`src/rtl/i2cRxPkg.sv`:
```
package i2cRxPkg;

  typedef enum logic [2:0] {
    ST_IDLE,
    ST_ADDR,
    ST_DATA,
    ST_ACK,
    ST_NACK,
    ST_SKIP
  } rxStateT;

  typedef struct packed {
    logic sclRise;
    logic sclFall;
    logic startSeen;
    logic stopSeen;
  } busEvtT;

  typedef struct packed {
    logic shiftEn;
    logic clrBits;
    logic clrIdx;
    logic wrEn;
  } dpStrobeT;

endpackage

```
`src/rtl/i2cRxSync.sv`:
```
module i2cRxSync
  import i2cRxPkg::*;
#(
  parameter int SYNC_STAGES = 2
) (
  input  logic   clk,
  input  logic   rstN,
  input  logic   sclIn,
  input  logic   sdaIn,
  output logic   sclS,
  output logic   sdaS,
  output busEvtT evt
);

  logic [SYNC_STAGES-1:0] sclQ, sdaQ;
  logic sclP, sdaP;

  always_ff @(posedge clk) begin
    if (!rstN) begin
      sclQ <= '1;
      sdaQ <= '1;
      sclP <= 1'b1;
      sdaP <= 1'b1;
    end else begin
      sclQ <= {sclQ[SYNC_STAGES-2:0], sclIn};
      sdaQ <= {sdaQ[SYNC_STAGES-2:0], sdaIn};
      sclP <= sclQ[SYNC_STAGES-1];
      sdaP <= sdaQ[SYNC_STAGES-1];
    end
  end

  assign sclS = sclQ[SYNC_STAGES-1];
  assign sdaS = sdaQ[SYNC_STAGES-1];

  always_comb begin
    evt.sclRise   = sclS & ~sclP;
    evt.sclFall   = ~sclS & sclP;
    evt.startSeen = sclS & sclP & sdaP & ~sdaS;
    evt.stopSeen  = sclS & sclP & ~sdaP & sdaS;
  end

endmodule

```
`src/rtl/i2cRxData.sv`:
```
module i2cRxData
  import i2cRxPkg::*;
#(
  parameter int BUF_DEPTH = 8,
  localparam int IDX_W = $clog2(BUF_DEPTH),
  localparam int CNT_W = $clog2(BUF_DEPTH + 1)
) (
  input  logic             clk,
  input  logic             rstN,
  input  dpStrobeT         strobe,
  input  logic             sdaBit,
  input  logic [IDX_W-1:0] rdAddr,
  output logic [7:0]       rxByte,
  output logic             byteFull,
  output logic             bufFull,
  output logic [CNT_W-1:0] count,
  output logic [7:0]       rdData
);

  localparam logic [CNT_W-1:0] DEPTH_C = CNT_W'(BUF_DEPTH);

  logic [3:0] bitCnt;
  logic [7:0] bufMem [BUF_DEPTH];

  always_ff @(posedge clk) begin
    if (!rstN) begin
      bitCnt <= '0;
      rxByte <= '0;
    end else if (strobe.clrBits) begin
      bitCnt <= '0;
    end else if (strobe.shiftEn) begin
      rxByte <= {rxByte[6:0], sdaBit};
      bitCnt <= bitCnt + 4'd1;
    end
  end

  always_ff @(posedge clk) begin
    if (!rstN) begin
      count <= '0;
    end else if (strobe.clrIdx) begin
      count <= '0;
    end else if (strobe.wrEn) begin
      count <= count + CNT_W'(1);
    end
  end

  always_ff @(posedge clk) begin
    if (strobe.wrEn) bufMem[count[IDX_W-1:0]] <= rxByte;
  end

  assign byteFull = (bitCnt == 4'd8);
  assign bufFull  = (count == DEPTH_C);
  assign rdData   = bufMem[rdAddr];

  assert_write_in_range_R9: assert property (@(posedge clk) disable iff (!rstN)
    strobe.wrEn |-> (count < DEPTH_C));

  assert_clear_on_match_R8: assert property (@(posedge clk) disable iff (!rstN)
    strobe.clrIdx |=> (count == '0));

  assert_count_bound_R6: assert property (@(posedge clk) disable iff (!rstN)
    count <= DEPTH_C);

endmodule

```
`src/rtl/i2cRxCtrl.sv`:
```
module i2cRxCtrl
  import i2cRxPkg::*;
#(
  parameter logic [6:0] DEV_ADDR = 7'h2C,
  parameter int CNT_W = 4
) (
  input  logic             clk,
  input  logic             rstN,
  input  busEvtT           evt,
  input  logic             sclS,
  input  logic [7:0]       rxByte,
  input  logic             byteFull,
  input  logic             bufFull,
  input  logic [CNT_W-1:0] count,
  output dpStrobeT         strobe,
  output logic             ackDrive,
  output logic             frameDone,
  output logic [CNT_W-1:0] frameCount
);

  rxStateT state, nextState;
  logic matched, nextMatched, doneNow;

  always_comb begin
    strobe      = '0;
    nextState   = state;
    nextMatched = matched;
    doneNow     = 1'b0;
    if (evt.stopSeen) begin
      nextState   = ST_IDLE;
      doneNow     = matched;
      nextMatched = 1'b0;
    end else if (evt.startSeen) begin
      nextState      = ST_ADDR;
      strobe.clrBits = 1'b1;
      nextMatched    = 1'b0;
    end else begin
      case (state)
        ST_ADDR, ST_DATA: begin
          if (evt.sclRise && !byteFull) strobe.shiftEn = 1'b1;
          if (evt.sclFall && byteFull) begin
            if (state == ST_ADDR) begin
              if (rxByte[7:1] == DEV_ADDR && !rxByte[0]) begin
                nextState     = ST_ACK;
                strobe.clrIdx = 1'b1;
                nextMatched   = 1'b1;
              end else begin
                nextState = ST_SKIP;
              end
            end else if (!bufFull) begin
              strobe.wrEn = 1'b1;
              nextState   = ST_ACK;
            end else begin
              nextState = ST_NACK;
            end
          end
        end
        ST_ACK, ST_NACK: begin
          if (evt.sclFall) begin
            nextState      = ST_DATA;
            strobe.clrBits = 1'b1;
          end
        end
        default: ;
      endcase
    end
  end

  always_ff @(posedge clk) begin
    if (!rstN) begin
      state      <= ST_IDLE;
      matched    <= 1'b0;
      frameDone  <= 1'b0;
      frameCount <= '0;
    end else begin
      state     <= nextState;
      matched   <= nextMatched;
      frameDone <= doneNow;
      if (doneNow) frameCount <= count;
    end
  end

  assign ackDrive = (state == ST_ACK);

  assert_done_pulse_R10: assert property (@(posedge clk) disable iff (!rstN)
    frameDone |=> !frameDone);

  assert_ack_rise_low_R3: assert property (@(posedge clk) disable iff (!rstN)
    $rose(ackDrive) |-> !sclS);

  assert_no_ack_unmatched_R4: assert property (@(posedge clk) disable iff (!rstN)
    ackDrive |-> matched);

endmodule

```
`src/rtl/i2cRxFramer.sv`:
```
module i2cRxFramer
  import i2cRxPkg::*;
#(
  parameter logic [6:0] DEV_ADDR = 7'h2C,
  parameter int BUF_DEPTH = 8,
  localparam int IDX_W = $clog2(BUF_DEPTH),
  localparam int CNT_W = $clog2(BUF_DEPTH + 1)
) (
  input  logic             clk,
  input  logic             rstN,
  input  logic             sclIn,
  input  logic             sdaIn,
  output logic             sdaPullLow,
  input  logic [IDX_W-1:0] rdAddr,
  output logic [7:0]       rdData,
  output logic             frameDone,
  output logic [CNT_W-1:0] frameCount
);

  busEvtT     evt;
  dpStrobeT   strobe;
  logic       sclS, sdaS;
  logic [7:0] rxByte;
  logic       byteFull, bufFull;
  logic [CNT_W-1:0] count;

  i2cRxSync #(.SYNC_STAGES(2)) u_sync (
    .clk(clk), .rstN(rstN), .sclIn(sclIn), .sdaIn(sdaIn),
    .sclS(sclS), .sdaS(sdaS), .evt(evt)
  );

  i2cRxCtrl #(.DEV_ADDR(DEV_ADDR), .CNT_W(CNT_W)) u_ctrl (
    .clk(clk), .rstN(rstN), .evt(evt), .sclS(sclS), .rxByte(rxByte),
    .byteFull(byteFull), .bufFull(bufFull), .count(count),
    .strobe(strobe), .ackDrive(sdaPullLow), .frameDone(frameDone),
    .frameCount(frameCount)
  );

  i2cRxData #(.BUF_DEPTH(BUF_DEPTH)) u_data (
    .clk(clk), .rstN(rstN), .strobe(strobe), .sdaBit(sdaS), .rdAddr(rdAddr),
    .rxByte(rxByte), .byteFull(byteFull), .bufFull(bufFull), .count(count),
    .rdData(rdData)
  );

endmodule

```
`config.mk`:
```
export PLATFORM = sky130hd
export DESIGN_NAME = i2cRxFramer
export DESIGN_NICKNAME = d
export VERILOG_FILES = /design/src/rtl/i2cRxPkg.sv /design/src/rtl/i2cRxSync.sv /design/src/rtl/i2cRxData.sv /design/src/rtl/i2cRxCtrl.sv /design/src/rtl/i2cRxFramer.sv
export SDC_FILE = /design/constraint.sdc
export NUM_CORES = 1
export LEC_CHECK = 0
export BUFFER_PORTS_ARGS = -buffer_cell sky130_fd_sc_hd__buf_2
export CORE_MARGIN = 2
export CORE_UTILIZATION = 40
export DETAILED_ROUTE_END_ITERATION = 12
export SLEW_MARGIN = 25
export SYNTH_ARGS = -nofsm -noshare
export SYNTH_HDL_FRONTEND = slang
export SYNTH_SLANG_ARGS = --single-unit
```
`constraint.sdc`:
```
create_clock -name clk -period 3.02 [get_ports clk]
set_input_delay 0.604 -clock clk [delete_from_list [all_inputs] [get_ports clk]]
set_output_delay 0.604 -clock clk [all_outputs]
set_load 0.05 [all_outputs]
```
==> results of run 1 <==
[where the power goes]
part,internal [mW],switching [mW]
sequential,1.37,0.00392
clock,0.399,0.456
combinational,0.0448,0.0680
total,1.82,0.528
[registers in the layout, indices dropped and copies added, names as in the netlist, 2 cells and up]
name,flops
u_data.bitCnt,4
u_data.bufMem,64
u_ctrl.state,3
u_sync.sclQ,2
u_data.count,4
u_ctrl.frameCount,4
u_data.rxByte,8
u_sync.sdaQ,2
[routing by layer]
layer | global-route usage | vias to the layer above | routed length (microns)
met5 | 0 | - | 0
met4 | 0.0482 | 0 | 107
met3 | 0.0445 | 13 | 241
met2 | 0.255 | 41 | 3500
met1 | 0.184 | 1059 | 2990
li1 | - | 1030 | -
[cell type report]
cell class / instances / area, sq um / share of cell area
well taps: 129 / 161 / 0.0372
multi-input cells: 139 / 1210 / 0.280
clock buffers: 10 / 128 / 0.0294
clock inverters: 6 / 78.8 / 0.0182
repair buffers: 29 / 180 / 0.0415
inverters: 9 / 33.8 / 0.00779
flip-flops and latches: 95 / 2540 / 0.586
[worst reg2reg max path: cells and delay by family (launching register included)]
kind,cells,cell delay [ns]
AOI/OAI and AO/OA,1,0.14
and+or+nand+nor,3,1.37
buffers and inverters,1,0.06
DFF,1,0.40
adders and majority gates,1,0.19
[per-stage QoR]
| step | hold slack [ns] | total power, mW | utilization | cells | area (sq um) |
|---|---|---|---|---|---|
| after floorplan | 0.386 | 1.50 | - | 257 | 3840 |
| after global placement | 0.398 | 1.52 | 0.445 | 401 | 4130 |
| after detailed placement | 0.402 | 1.52 | 0.445 | 401 | 4130 |
| after CTS | 0.399 | 2.37 | 0.467 | 417 | 4340 |
| after global routing | 0.398 | 2.43 | 0.467 | 417 | 4340 |
| final | 0.417 | 2.34 | 0.467 | 417 | 4340 |
[cell usage in the layout, fill, tap and decap left out, types with 8 or more instances in the layout]
cell	synthesis	layout
buf_4	1	8
buf_2	1	20
mux2i_1	13	13
nand2b_1	8	8
mux4_2	16	16
dfxtp_1	31	31
inv_1	9	9
nand2_1	8	8
clkbuf_8	0	9
mux2_2	8	8
nand3_1	9	9
edfxtp_1	64	64
nor2_1	20	20
[synthesized netlist by cell type (2+ instances only)]
master / instances
edfxtp_1: 64
dfxtp_1: 31
nor2_1: 20
mux4_2: 16
mux2i_1: 13
clkbuf_1: 10
inv_1: 9
nand3_1: 9
mux2_2: 8
nand2_1: 8
nand2b_1: 8
a21oi_1: 7
o21ai_0: 6
ha_1: 4
nor3_1: 4
and3b_1: 3
or3_1: 3
or4_1: 3
xnor2_1: 3
a31oi_1: 2
nand4b_1: 2
nor3b_1: 2
nor4_1: 2
o31ai_1: 2
[worst min path at each step]
stage	from	to	slack [ns]	cells after the start
3_3_place_gp	u_sync.sclQ[0]	u_sync.sclQ[1]	0.40	1
4_1_cts	sclIn	u_sync.sclQ[0]	0.40	2
6_report	sclIn	u_sync.sclQ[0]	0.42	2
5_1_grt	sdaIn	u_sync.sdaQ[0]	0.40	2
2_1_floorplan	u_sync.sclQ[0]	u_sync.sclQ[1]	0.39	1
3_5_place_dp	u_sync.sdaQ[0]	u_sync.sdaQ[1]	0.40	1
[cell families after synthesis]
group           count (synthesis)  synth area share
fa+ha+maj                       4            0.0130
simple gates                   73             0.108
xor+xnor                        3           0.00684
buf+inv                        23            0.0241
flops                          95             0.661
mux                            37             0.151
compound gates                 22            0.0358
==> results.md, run 1 <==
- Root Buffer: clkbuf_8
- Post-synthesis cell area: 0.00384 sq mm
- Register bit total from synthesis: 95
- Detailed placement HPWL: 4.52 mm
- Die height: 102 microns
- Synth-to-layout area growth: 12.9%
- Post-synth top area share: 0.500
- IO Pins: 21
- Syn_nets: 268
- Drt via density: 5.14
- Synth warn: 0
- Register area share after synthesis: 0.661
- Clock Skew: 0.0118 ns
- Worst Path Buf+Inv: 3
- First-pass GRT wire length: 11.3 mm
- RSZ-0062 raised after global routing: no
- Hold violation count in the final report: 0
- Die footprint: 0.0104 sq mm
- WP data arrival: 2.05 ns
- Vias: 2143
- Final worst slack: 0.370 ns
- Depth of the CTS H-tree: 3
- Max Cap Viol: 0
- FFs w/ async S/R, synth: 0
- Pleak: 1.51 nW
- CP endpoint kind: output port
- FMAX: 0.377 GHz
- Global route overflow: 0
- Drt total wl: 6.84 mm
- Setup Viol. Count Final: 0
- Synth Area per Inst: 15.0 sq um
- Synth area leader: edfxtp_1
- Vias in the first global route: 2178
- Post-CTS Setup Bufs: 0
- Row cnt: 35
- Number of synthesized flops with an enable pin: 64
- Initial DRT Pass Iterations: 4
- Yosys cell types: 42
- Slowest cell delay on critical path: 0.50 ns
- Die width: 102 microns
- Tot GR Track Use: 0.150
- Worst vdd ir: 398 uV
- Clock Latency Late Sink: 0.37 ns
- Req. time, crit path: 2.42 ns
- Slew Viols, Final: 0
- Sink Count: 95
- Worst min path class: in -> reg
- Share of layout cells above drive strength 1: 0.257
- Crit path top cell by count: buf_2
- Slowest library cell on the worst path: mux4_2
- Fill cell count: 853
- Slew @ Worst Pin: 0.778 ns
- Crit share post-route: 0.877
- Stages on the worst setup path: 5
- Post-route DRC: 0
- FF-to-FF Start: u_data.bitCnt[0]
- Synth Flop Type: edfxtp_1
- R2R depth: 6
- Worst slew margin: 0.477
- Post-layout min period: 2.65 ns
- Largest net degree at the start of global routing: 18
- Initial antenna violation count: 0
- Avg WL per Cell: 16.4 microns
- Synth area leaders: edfxtp_1, dfxtp_1, mux4_2
- Number of routed nets with antenna violations: 0
- Setup Slack @ Placement: 0.333 ns
- Cts-stage hold buffer count: 0
- R2R Setup Slk: 0.79 ns
- Crit-path leading delay family: multiplexers
- Final Net Count: 294
- 1st-iter DRT viols: 128
- CTS tree: built
- Port Buffer Count: 20
- Worst setup endpoint: rdData[2]
- Critical Path Start: rdAddr[0]
- Pwr Density: 540 mW/mm^2
- Post-CTS sizing: 0
- Core area: 0.00928 sq mm
- Max clock buf depth: 2
- Worst-path cell chain: buf_2, buf_12, mux4_2, mux2_2, buf_2
- Setup CP Type: in -> out
- # diodes: 0
- Final GP Congestion: 0.752
- Initial Util: 0.414
- CTS clk-pin slew, worst paths: 0.09 ns
- Setup TNS: 0 ns
- Startpoint Class: input port
- Mapped Cells: 257
- FF-to-FF End: u_data.bitCnt[3]
- Outcome: complete, no violations
- Crit Path Max Fanout: 9
- CTS buffer count: 9
Note: power is estimated with default switching activity, not from simulation.
==> run 2, diff against run 1 <==
--- a/config.mk
+++ b/config.mk
@@ -5,7 +5,7 @@
 export SDC_FILE = /design/constraint.sdc
 export NUM_CORES = 1
 export LEC_CHECK = 0
-export BUFFER_PORTS_ARGS = -buffer_cell sky130_fd_sc_hd__buf_2
+export BUFFER_PORTS_ARGS = -buffer_cell sky130_fd_sc_hd__clkbuf_2
 export CORE_MARGIN = 2
 export CORE_UTILIZATION = 40
 export DETAILED_ROUTE_END_ITERATION = 12
==> results.md, run 2 (synthesis gave the netlist of run 1 again) <==
- Post-CTS Setup Bufs: 0
- Max clock buf depth: 2
- Sink Count: 95
- Startpoint Class: input port
- Final Net Count: 295
- Setup Slack @ Placement: 0.460 ns
- Core area: 0.00928 sq mm
- Layout Utilization: 0.466
- FF-to-FF Start: u_data.bitCnt[0]
- CTS tree: built
- First-pass GRT wire length: 10.8 mm
- Avg WL per Cell: 16.3 microns
- Drt total wl: 6.79 mm
- Drt via density: 5.08
- Fill cell count: 849
- RSZ-0062 raised after global routing: no
- Cells on Worst Hold Path: 1
- Depth of the CTS H-tree: 3
- WP data arrival: 1.94 ns
- Hold violation count in the final report: 0
- Worst Hold End: u_sync.sclQ[1]
- Detailed placement HPWL: 4.50 mm
- Final worst slack: 0.472 ns
- Crit share post-route: 0.844
- Share of layout cells above drive strength 1: 0.250
- Number of routed nets with antenna violations: 0
- IO Pins: 21
- Clock Skew: 0.00620 ns
- Largest net degree at the start of global routing: 17
- Die height: 102 microns
- Crit Path Max Fanout: 9
- Req. time, crit path: 2.42 ns
- FMAX: 0.392 GHz
- Global route overflow: 0
- R2R depth: 6
- 1st-iter DRT viols: 83
- CTS clk-pin slew, worst paths: 0.08 ns
- Tot GR Track Use: 0.142
- Worst min path class: reg -> reg
- Pwr Density: 543 mW/mm^2
- Synth-to-layout area growth: 12.7%
- Commonest non-fill, non-tap cell in the layout: edfxtp_1
- Worst vdd ir: 235 uV
- Post-layout min period: 2.55 ns
- Outcome: complete, no violations
- Die width: 102 microns
- Pleak: 1.50 nW
- Clock Latency Late Sink: 0.35 ns
- Most frequent cells in the layout: edfxtp_1, dfxtp_1, nor2_1, clkbuf_2, mux4_2
- Cts-stage hold buffer count: 0
- Port Buffer Count: 20
- Slew Viols, Final: 0
- Worst slew margin: 0.489
- Post-CTS sizing: 0
- Setup Viol. Count Final: 0
- Root Buffer: clkbuf_8
- Initial DRT Pass Iterations: 4
- Vias in the first global route: 2053
- Initial antenna violation count: 0
- Initial Util: 0.414
- Final GP Congestion: 0.751
- # diodes: 0
- Largest register FFs: 64
- Slew @ Worst Pin: 0.760 ns
- Row cnt: 35
- Vias: 2117
- Post-route DRC: 0
- Total power: 2.35 mW
- FF-to-FF End: u_data.bitCnt[3]
- CP endpoint kind: output port
- CTS buffer count: 9
- Min-delay src: u_sync.sclQ[0]
- Max Cap Viol: 0
- Die footprint: 0.0104 sq mm
- R2R Setup Slk: 0.80 ns
- Setup TNS: 0 ns
- Setup CP Type: in -> out
run 2: worst max-delay path by stage:
stage / startpoint / to / slack, ns / cells after the start
floorplan: rdAddr[0] / rdData[0] / 0.19 / 4
global placement: rdAddr[0] / rdData[6] / 0.48 / 5
detailed placement: rdAddr[0] / rdData[2] / 0.46 / 5
CTS: rdAddr[0] / rdData[2] / 0.46 / 5
global route: rdAddr[0] / rdData[4] / 0.41 / 5
finish: rdAddr[0] / rdData[2] / 0.47 / 5
run 2: layout make-up:
cell class	count	area [sq um]	share of cell area
multi-input combinational	139	1210	0.281
clock buffer	11	131	0.0303
inverter	9	33.8	0.00780
tap	129	161	0.0373
clock inverter	4	71.3	0.0165
timing repair buffer	30	175	0.0405
sequential	95	2540	0.587
run 2: report_power, final:
part           internal (mW)  switching [mW]  leakage (nW)
Sequential              1.37         0.00406         0.844
Combinational         0.0437          0.0681         0.562
Clock                  0.460           0.401        0.0971
Total                   1.88           0.473          1.50
run 2: critical path, cell delays in order:
cell and delay [ns]:
clkbuf_2 0.09, buf_4 0.21, mux4_2 0.53, mux2_2 0.27, clkbuf_2 0.23
run 2: metal layers:
| layer | wire length, microns | vias to the layer above | part of all wire | global-route usage |
|---|---|---|---|---|
| met5 | 0 | - | 0 | 0 |
| met1 | 3140 | 1046 | 0.46 | 0.184 |
| met2 | 3310 | 39 | 0.49 | 0.231 |
| li1 | - | 1023 | - | - |
| met3 | 246 | 9 | 0.036 | 0.0438 |
| met4 | 91 | 0 | 0.013 | 0.0462 |
run 2: per-stage QoR:
| step | area [sq um] | hold WS, ns | cells |
|---|---|---|---|
| after CTS | 4330 | 0.407 | 417 |
| after global routing | 4330 | 0.406 | 417 |
| after floorplan | 3840 | 0.386 | 257 |
| after global placement | 4130 | 0.395 | 402 |
| final | 4330 | 0.411 | 417 |
| after detailed placement | 4130 | 0.392 | 402 |
